$ cat src/rtl/tab_pkg.sv
package tab_pkg;
   // update rule chosen by address bits [3:2]
   typedef enum logic [1:0] {
      OP_WRITE = 2'b00,
      OP_SET   = 2'b01,
      OP_CLR   = 2'b10,
      OP_TOG   = 2'b11
   } alias_op_e;

   // source of the read data
   typedef enum logic [1:0] {
      RD_NONE = 2'b00,
      RD_REG  = 2'b01,
      RD_CNT  = 2'b10,
      RD_PCNT = 2'b11
   } rd_src_e;

   localparam int NCH = 4;           // timer channels
   localparam int NWR = 6 + NCH;     // writable registers
   localparam int WIW = $clog2(NWR);
   localparam int CIW = $clog2(NCH);

   // storage order of the writable registers
   localparam int W_IFLAG = 0;
   localparam int W_CTRL  = 1;
   localparam int W_DIR   = 2;
   localparam int W_PSC   = 3;
   localparam int W_MCTL  = 4;
   localparam int W_MATCH = 5;       // W_MATCH .. W_MATCH+NCH-1
   localparam int W_CMODE = W_MATCH + NCH;
endpackage

$ cat src/rtl/tab_decode.sv
module tab_decode
   import tab_pkg::*;
#(
   parameter int ADDR_W = 12
) (
   input  logic [ADDR_W-1:0] addr,
   input  logic              wr,
   output alias_op_e         op,
   output logic [NWR-1:0]    wsel,
   output rd_src_e           rd_src,
   output logic [WIW-1:0]    rd_widx,
   output logic [CIW-1:0]    rd_cidx
);
   localparam int SW = ADDR_W - 4;

   logic [SW-1:0] slot;
   logic          wable;

   assign slot = addr[ADDR_W-1:4];
   assign op   = alias_op_e'(addr[3:2]);

   always_comb begin
      rd_src  = RD_NONE;
      rd_widx = '0;
      rd_cidx = '0;
      wable   = 1'b0;
      if (slot == SW'(0)) begin
         rd_src = RD_REG; rd_widx = WIW'(W_IFLAG); wable = 1'b1;
      end
      if (slot == SW'(1)) begin
         rd_src = RD_REG; rd_widx = WIW'(W_CTRL); wable = 1'b1;
      end
      if (slot == SW'(2)) begin
         rd_src = RD_REG; rd_widx = WIW'(W_DIR); wable = 1'b1;
      end
      for (int c = 0; c < NCH; c++) begin
         if (slot == SW'(3 + c)) begin
            rd_src = RD_CNT; rd_cidx = CIW'(c);
         end
         if (slot == SW'(10 + c)) begin
            rd_src = RD_REG; rd_widx = WIW'(W_MATCH + c); wable = 1'b1;
         end
      end
      if (slot == SW'(7)) begin
         rd_src = RD_REG; rd_widx = WIW'(W_PSC); wable = 1'b1;
      end
      if (slot == SW'(8)) begin
         rd_src = RD_PCNT;
      end
      if (slot == SW'(9)) begin
         rd_src = RD_REG; rd_widx = WIW'(W_MCTL); wable = 1'b1;
      end
      if (slot == SW'(24)) begin
         rd_src = RD_REG; rd_widx = WIW'(W_CMODE); wable = 1'b1;
      end
   end

   // one-hot write select, empty for read-only and unmapped slots
   always_comb begin
      wsel = '0;
      if (wr && wable) wsel[rd_widx] = 1'b1;
   end
endmodule

$ cat src/rtl/tab_alias_upd.sv
module tab_alias_upd
   import tab_pkg::*;
#(
   parameter int DATA_W = 32
) (
   input  alias_op_e         op,
   input  logic [DATA_W-1:0] cur,
   input  logic [DATA_W-1:0] wdata,
   output logic [DATA_W-1:0] nxt
);
   always_comb begin
      unique case (op)
         OP_WRITE: nxt = wdata;
         OP_SET:   nxt = cur | wdata;
         OP_CLR:   nxt = cur & ~wdata;
         OP_TOG:   nxt = cur ^ wdata;
         default:  nxt = cur;
      endcase
   end
endmodule

$ cat src/rtl/tmr_alias_regbank.sv
module tmr_alias_regbank
   import tab_pkg::*;
#(
   parameter int ADDR_W = 12,
   parameter int DATA_W = 32
) (
   input  logic                  clk,
   input  logic                  rst_n,
   input  logic [ADDR_W-1:0]     bus_addr,
   input  logic                  bus_wr,
   input  logic [DATA_W-1:0]     bus_wdata,
   output logic [DATA_W-1:0]     bus_rdata,
   input  logic [NCH*DATA_W-1:0] cnt_i,
   input  logic [DATA_W-1:0]     pcnt_i,
   output logic [DATA_W-1:0]     iflag_o,
   output logic [DATA_W-1:0]     ctrl_o,
   output logic [DATA_W-1:0]     dir_o,
   output logic [DATA_W-1:0]     psc_o,
   output logic [DATA_W-1:0]     mctl_o,
   output logic [NCH*DATA_W-1:0] match_o,
   output logic [DATA_W-1:0]     cmode_o
);
   // elaboration-time parameter checks
   if (ADDR_W < 9) begin : g_bad_addr
      $error("ADDR_W must reach slot 0x180");
   end
   if (DATA_W < 1) begin : g_bad_data
      $error("DATA_W must be positive");
   end

   alias_op_e                     op;
   logic [NWR-1:0]                wsel;
   rd_src_e                       rd_src;
   logic [WIW-1:0]                rd_widx;
   logic [CIW-1:0]                rd_cidx;
   logic [NWR-1:0][DATA_W-1:0]    regs_q;
   logic [NWR-1:0][DATA_W-1:0]    regs_nxt;
   logic [NCH-1:0][DATA_W-1:0]    cnt_w;

   tab_decode #(.ADDR_W(ADDR_W)) u_dec (
      .addr    (bus_addr),
      .wr      (bus_wr),
      .op      (op),
      .wsel    (wsel),
      .rd_src  (rd_src),
      .rd_widx (rd_widx),
      .rd_cidx (rd_cidx)
   );

   for (genvar i = 0; i < NWR; i++) begin : g_reg
      tab_alias_upd #(.DATA_W(DATA_W)) u_upd (
         .op    (op),
         .cur   (regs_q[i]),
         .wdata (bus_wdata),
         .nxt   (regs_nxt[i])
      );

      always_ff @(posedge clk or negedge rst_n) begin
         if (!rst_n)       regs_q[i] <= '0;
         else if (wsel[i]) regs_q[i] <= regs_nxt[i];
      end
   end

   assign cnt_w = cnt_i;

   always_comb begin
      unique case (rd_src)
         RD_REG:  bus_rdata = regs_q[rd_widx];
         RD_CNT:  bus_rdata = cnt_w[rd_cidx];
         RD_PCNT: bus_rdata = pcnt_i;
         default: bus_rdata = '0;
      endcase
   end

   assign iflag_o = regs_q[W_IFLAG];
   assign ctrl_o  = regs_q[W_CTRL];
   assign dir_o   = regs_q[W_DIR];
   assign psc_o   = regs_q[W_PSC];
   assign mctl_o  = regs_q[W_MCTL];
   assign cmode_o = regs_q[W_CMODE];
   for (genvar c = 0; c < NCH; c++) begin : g_match
      assign match_o[c*DATA_W +: DATA_W] = regs_q[W_MATCH + c];
   end
endmodule

$ cat config.mk
export PLATFORM = sky130hd
export DESIGN_NAME = tmr_alias_regbank
export DESIGN_NICKNAME = d
export VERILOG_FILES = /design/src/rtl/tab_pkg.sv /design/src/rtl/tab_decode.sv /design/src/rtl/tab_alias_upd.sv /design/src/rtl/tmr_alias_regbank.sv
export SDC_FILE = /design/constraint.sdc
export NUM_CORES = 1
export LEC_CHECK = 0
export ABC_CLOCK_PERIOD_IN_PS = 3900
export BUFFER_PORTS_ARGS = -buffer_cell sky130_fd_sc_hd__buf_2
export CAP_MARGIN = 10
export CORE_MARGIN = 1
export CORE_UTILIZATION = 60
export CTS_CLUSTER_SIZE = 25
export DETAILED_ROUTE_END_ITERATION = 16
export GPL_ROUTABILITY_DRIVEN = 0
export PLACE_DENSITY = 0.81
export SYNTH_ARGS = -nofsm -noshare
export SYNTH_HDL_FRONTEND = slang
export SYNTH_HIERARCHICAL = 1
export SYNTH_SLANG_ARGS = --single-unit
export TNS_END_PERCENT = 10
$ cat constraint.sdc
create_clock -name clk -period 3.9 [get_ports clk]
set_clock_uncertainty 0.1 [all_clocks]
set_input_delay 0.39 -clock clk [delete_from_list [all_inputs] [get_ports clk]]
set_output_delay 0.39 -clock clk [all_outputs]
set_load 0.01 [all_outputs]
==> flow_summary.ini <==
[status]
outcome = finished clean

[finish]
multi_input_area_sq_um = 23400
drive_above_1_share = 0.377
design_area_sq_um = 41200
regArea_sq_um = 8010
nFillCells = 4391
fin_nets = 4578
syn2layout_area_growth_pct = 12.6

[grt]
antenna_found_initial = 14
grt_max_degree = 114
grt_pass1_vias = 27500
globalRouteTotalUtil = 0.340
grt_pass1_wl_mm = 162
overflow = 0

[clock_tree]
clock-root-buffer = clkbuf_16
clk_path_buf_depth = 3
cts_num_sinks = 320
cts_buffers = 42
tritoncts = done
clkLatencyLatePin_ns = 0.57
htree_levels = 2
cts_setup_buffers = 0
path_clk_slew_ns = 0.06

[drt]
avgRoutedWirePerCell_microns = 23.1
first_pass_iters = 11
vias = 27400
wirelength_mm = 105
drc_errors = 0
postRouteAntennaNets = 0
drtIter0Drc = 2294
vias_per_cell = 6.02

[power_and_ir_drop]
finalPower_mw = 10.2
ir_drop_v = 0.000327
p_leak_nw = 22.2
p_per_area_nw_per_um2 = 248

[floorplan]
dieArea_sq_um = 61900
fp.coreArea_sq_um = 60200
die_h_microns = 249
io-pin-count = 559
dieWidth_microns = 249
rows = 90
start_util = 0.607

[sta]
fin_crit_ns = 3.86
rsz0062_at_grt = false
worst_slew_pin_slew_ns = 0.982
setup_viol = 0
finalSetupTns_ns = 0
holdWs_ns = 0.393
fmax_mhz = 259
hold_viol_final = 0
final-max-slew-violation-count = 0
period_share = 0.990
relSlewSlack = 0.345

[worst_setup_path]
crit_type = in2out
crit_required_ns = 3.41
ff2ff_setup_slack_ns = 2.03
path_cells = buf_2 > nor4_4 > nand3_1 > nor2_1 > or2_2 > o22ai_1 > a222oi_1 > nand2_1 > buf_2
cp.arrival_ns = 3.37
cp_max_fo = 13
cp_common_cell = buf_2
max_stage_delay_ns = 0.75
crit_path_start_kind = input port
cp_slowest_cell = a222oi_1
end_kind = output pin

[logic_synthesis]
synth_top_area_frac = 0.219
yosysMostFrequentCell = inv_1
synth_ff_type = dfrtp_1
synth_commonest_cells = 994 x inv_1, 640 x ha_1, 352 x mux2_2
synth.avg_cell_area_sq_um = 11.3
synth_seq_cells = 320
syn_inst = 3237
synthArstFlopShare = 1.00
synth_warnings = 6
ys_types = 58
synthTopCellsByArea = dfrtp_1 22%, ha_1 22%, mux4_2 19%
synth-edff-count = 0
synth_top_area_cell = dfrtp_1
synth_nets = 4084
seq_area_frac_synth = 0.219
netlist_area_sq_um = 36600

[placed_design]
dp_hpwl_mm = 77.3
place_area_sq_um = 39800
io_buffers = 556

[worst_hold_path]
hp-class = in2async

[flow_run]
maxCapViolations = 0
[layer usage]
layer,track usage,vias to the layer above,share of wire
met5,0,-,0.00057
met4,0.171,10,0.049
met3,0.0795,263,0.094
met2,0.523,1250,0.45
met1,0.452,13900,0.40
li1,-,12000,-
[flip-flops by register name, summed over array words and instances (netlist names)]
name,cells
cmode_o,32
ctrl_o,32
dir_o,32
iflag_o,32
match_o,128
mctl_o,32
psc_o,32
[final cells by class]
type                    count  share of cell area
multi-input cells        1734               0.568
clock buffers              69              0.0315
diodes                     11            0.000668
repair buffers            639              0.0902
flip-flops and latches    320               0.194
well taps                 782              0.0238
inverters                 994              0.0906
clock inverters             6            0.000729
[final timing paths]
kind                                          from                      end  cells after the start
max reg2reg                match_o[65]$_DFFE_PN0P_  match_o[65]$_DFFE_PN0P_                      4
min reg2reg                 iflag_o[2]$_DFFE_PN0P_   iflag_o[2]$_DFFE_PN0P_                      1
min                                          rst_n  cmode_o[10]$_DFFE_PN0P_                      2
max in group asynchronous                    rst_n   ctrl_o[14]$_DFFE_PN0P_                      3
min in group clk                       bus_addr[2]    psc_o[14]$_DFFE_PN0P_                      3
max                                    bus_addr[8]            bus_rdata[27]                      9
[what timing repair did]
action,in CTS,in global routing
hold endpoints to repair,105,0
endpoints found under the setup margin,0,6
hold buffers,1,0
resized for setup,0,1
[critical path: cells and delay by family]
family	cells	cell delay (ns)
AOI/OAI and AO/OA	2	1.00
buffers and inverters	2	0.35
and+or+nand+nor	5	1.62
[power by group]
part | internal [mW] | total [mW] | switching [mW]
clock | 2.26 | 3.86 | 1.61
combinational | 1.27 | 2.62 | 1.35
sequential | 3.49 | 3.75 | 0.265
[logic make-up (layout without fill, tap and decap cells)]
kind of cell / Yosys count / in the layout / share of synthesized area
buf+inv: 1183 / 1708 / 0.145
simple gates: 110 / 110 / 0.0146
compound gates: 148 / 148 / 0.0376
mux: 833 / 833 / 0.365
xor+xnor: 3 / 3 / 0.000719
fa+ha+maj: 640 / 640 / 0.219
flops: 320 / 320 / 0.219
other cells: 0 / 11 / 0
[placed cells by master (no fill, tap or decap), drive strengths merged, types with 2 or more instances in the layout]
| cell | instances |
|---|---|
| a211oi | 3 |
| or3b | 2 |
| inv | 994 |
| nor3 | 6 |
| diode | 11 |
| dfrtp | 320 |
| mux2 | 353 |
| a222oi | 32 |
| xor2 | 2 |
| buf | 638 |
| o21ai | 4 |
| ha | 640 |
| mux2i | 128 |
| nand2 | 72 |
| nor2 | 6 |
| or2 | 3 |
| mux4 | 352 |
| clkinv | 6 |
| a221oi | 32 |
| nor4 | 4 |
| and2 | 2 |
| o211ai | 33 |
| o22ai | 32 |
| nand2b | 7 |
| a21oi | 3 |
| clkbuf | 69 |
[through the flow]
| stage | util | std cells | setup WS (ns) |
|---|---|---|---|
| 2_1_floorplan | - | 3237 | 1.03 |
| 3_3_place_gp | 0.661 | 4468 | 0.134 |
| 3_5_place_dp | 0.661 | 4468 | 0.115 |
| 4_1_cts | 0.683 | 4544 | 0.112 |
| 5_1_grt | 0.684 | 4553 | 0.00896 |
| 6_report | 0.684 | 4555 | 0.0392 |
Power figures use the tool's default switching activity.
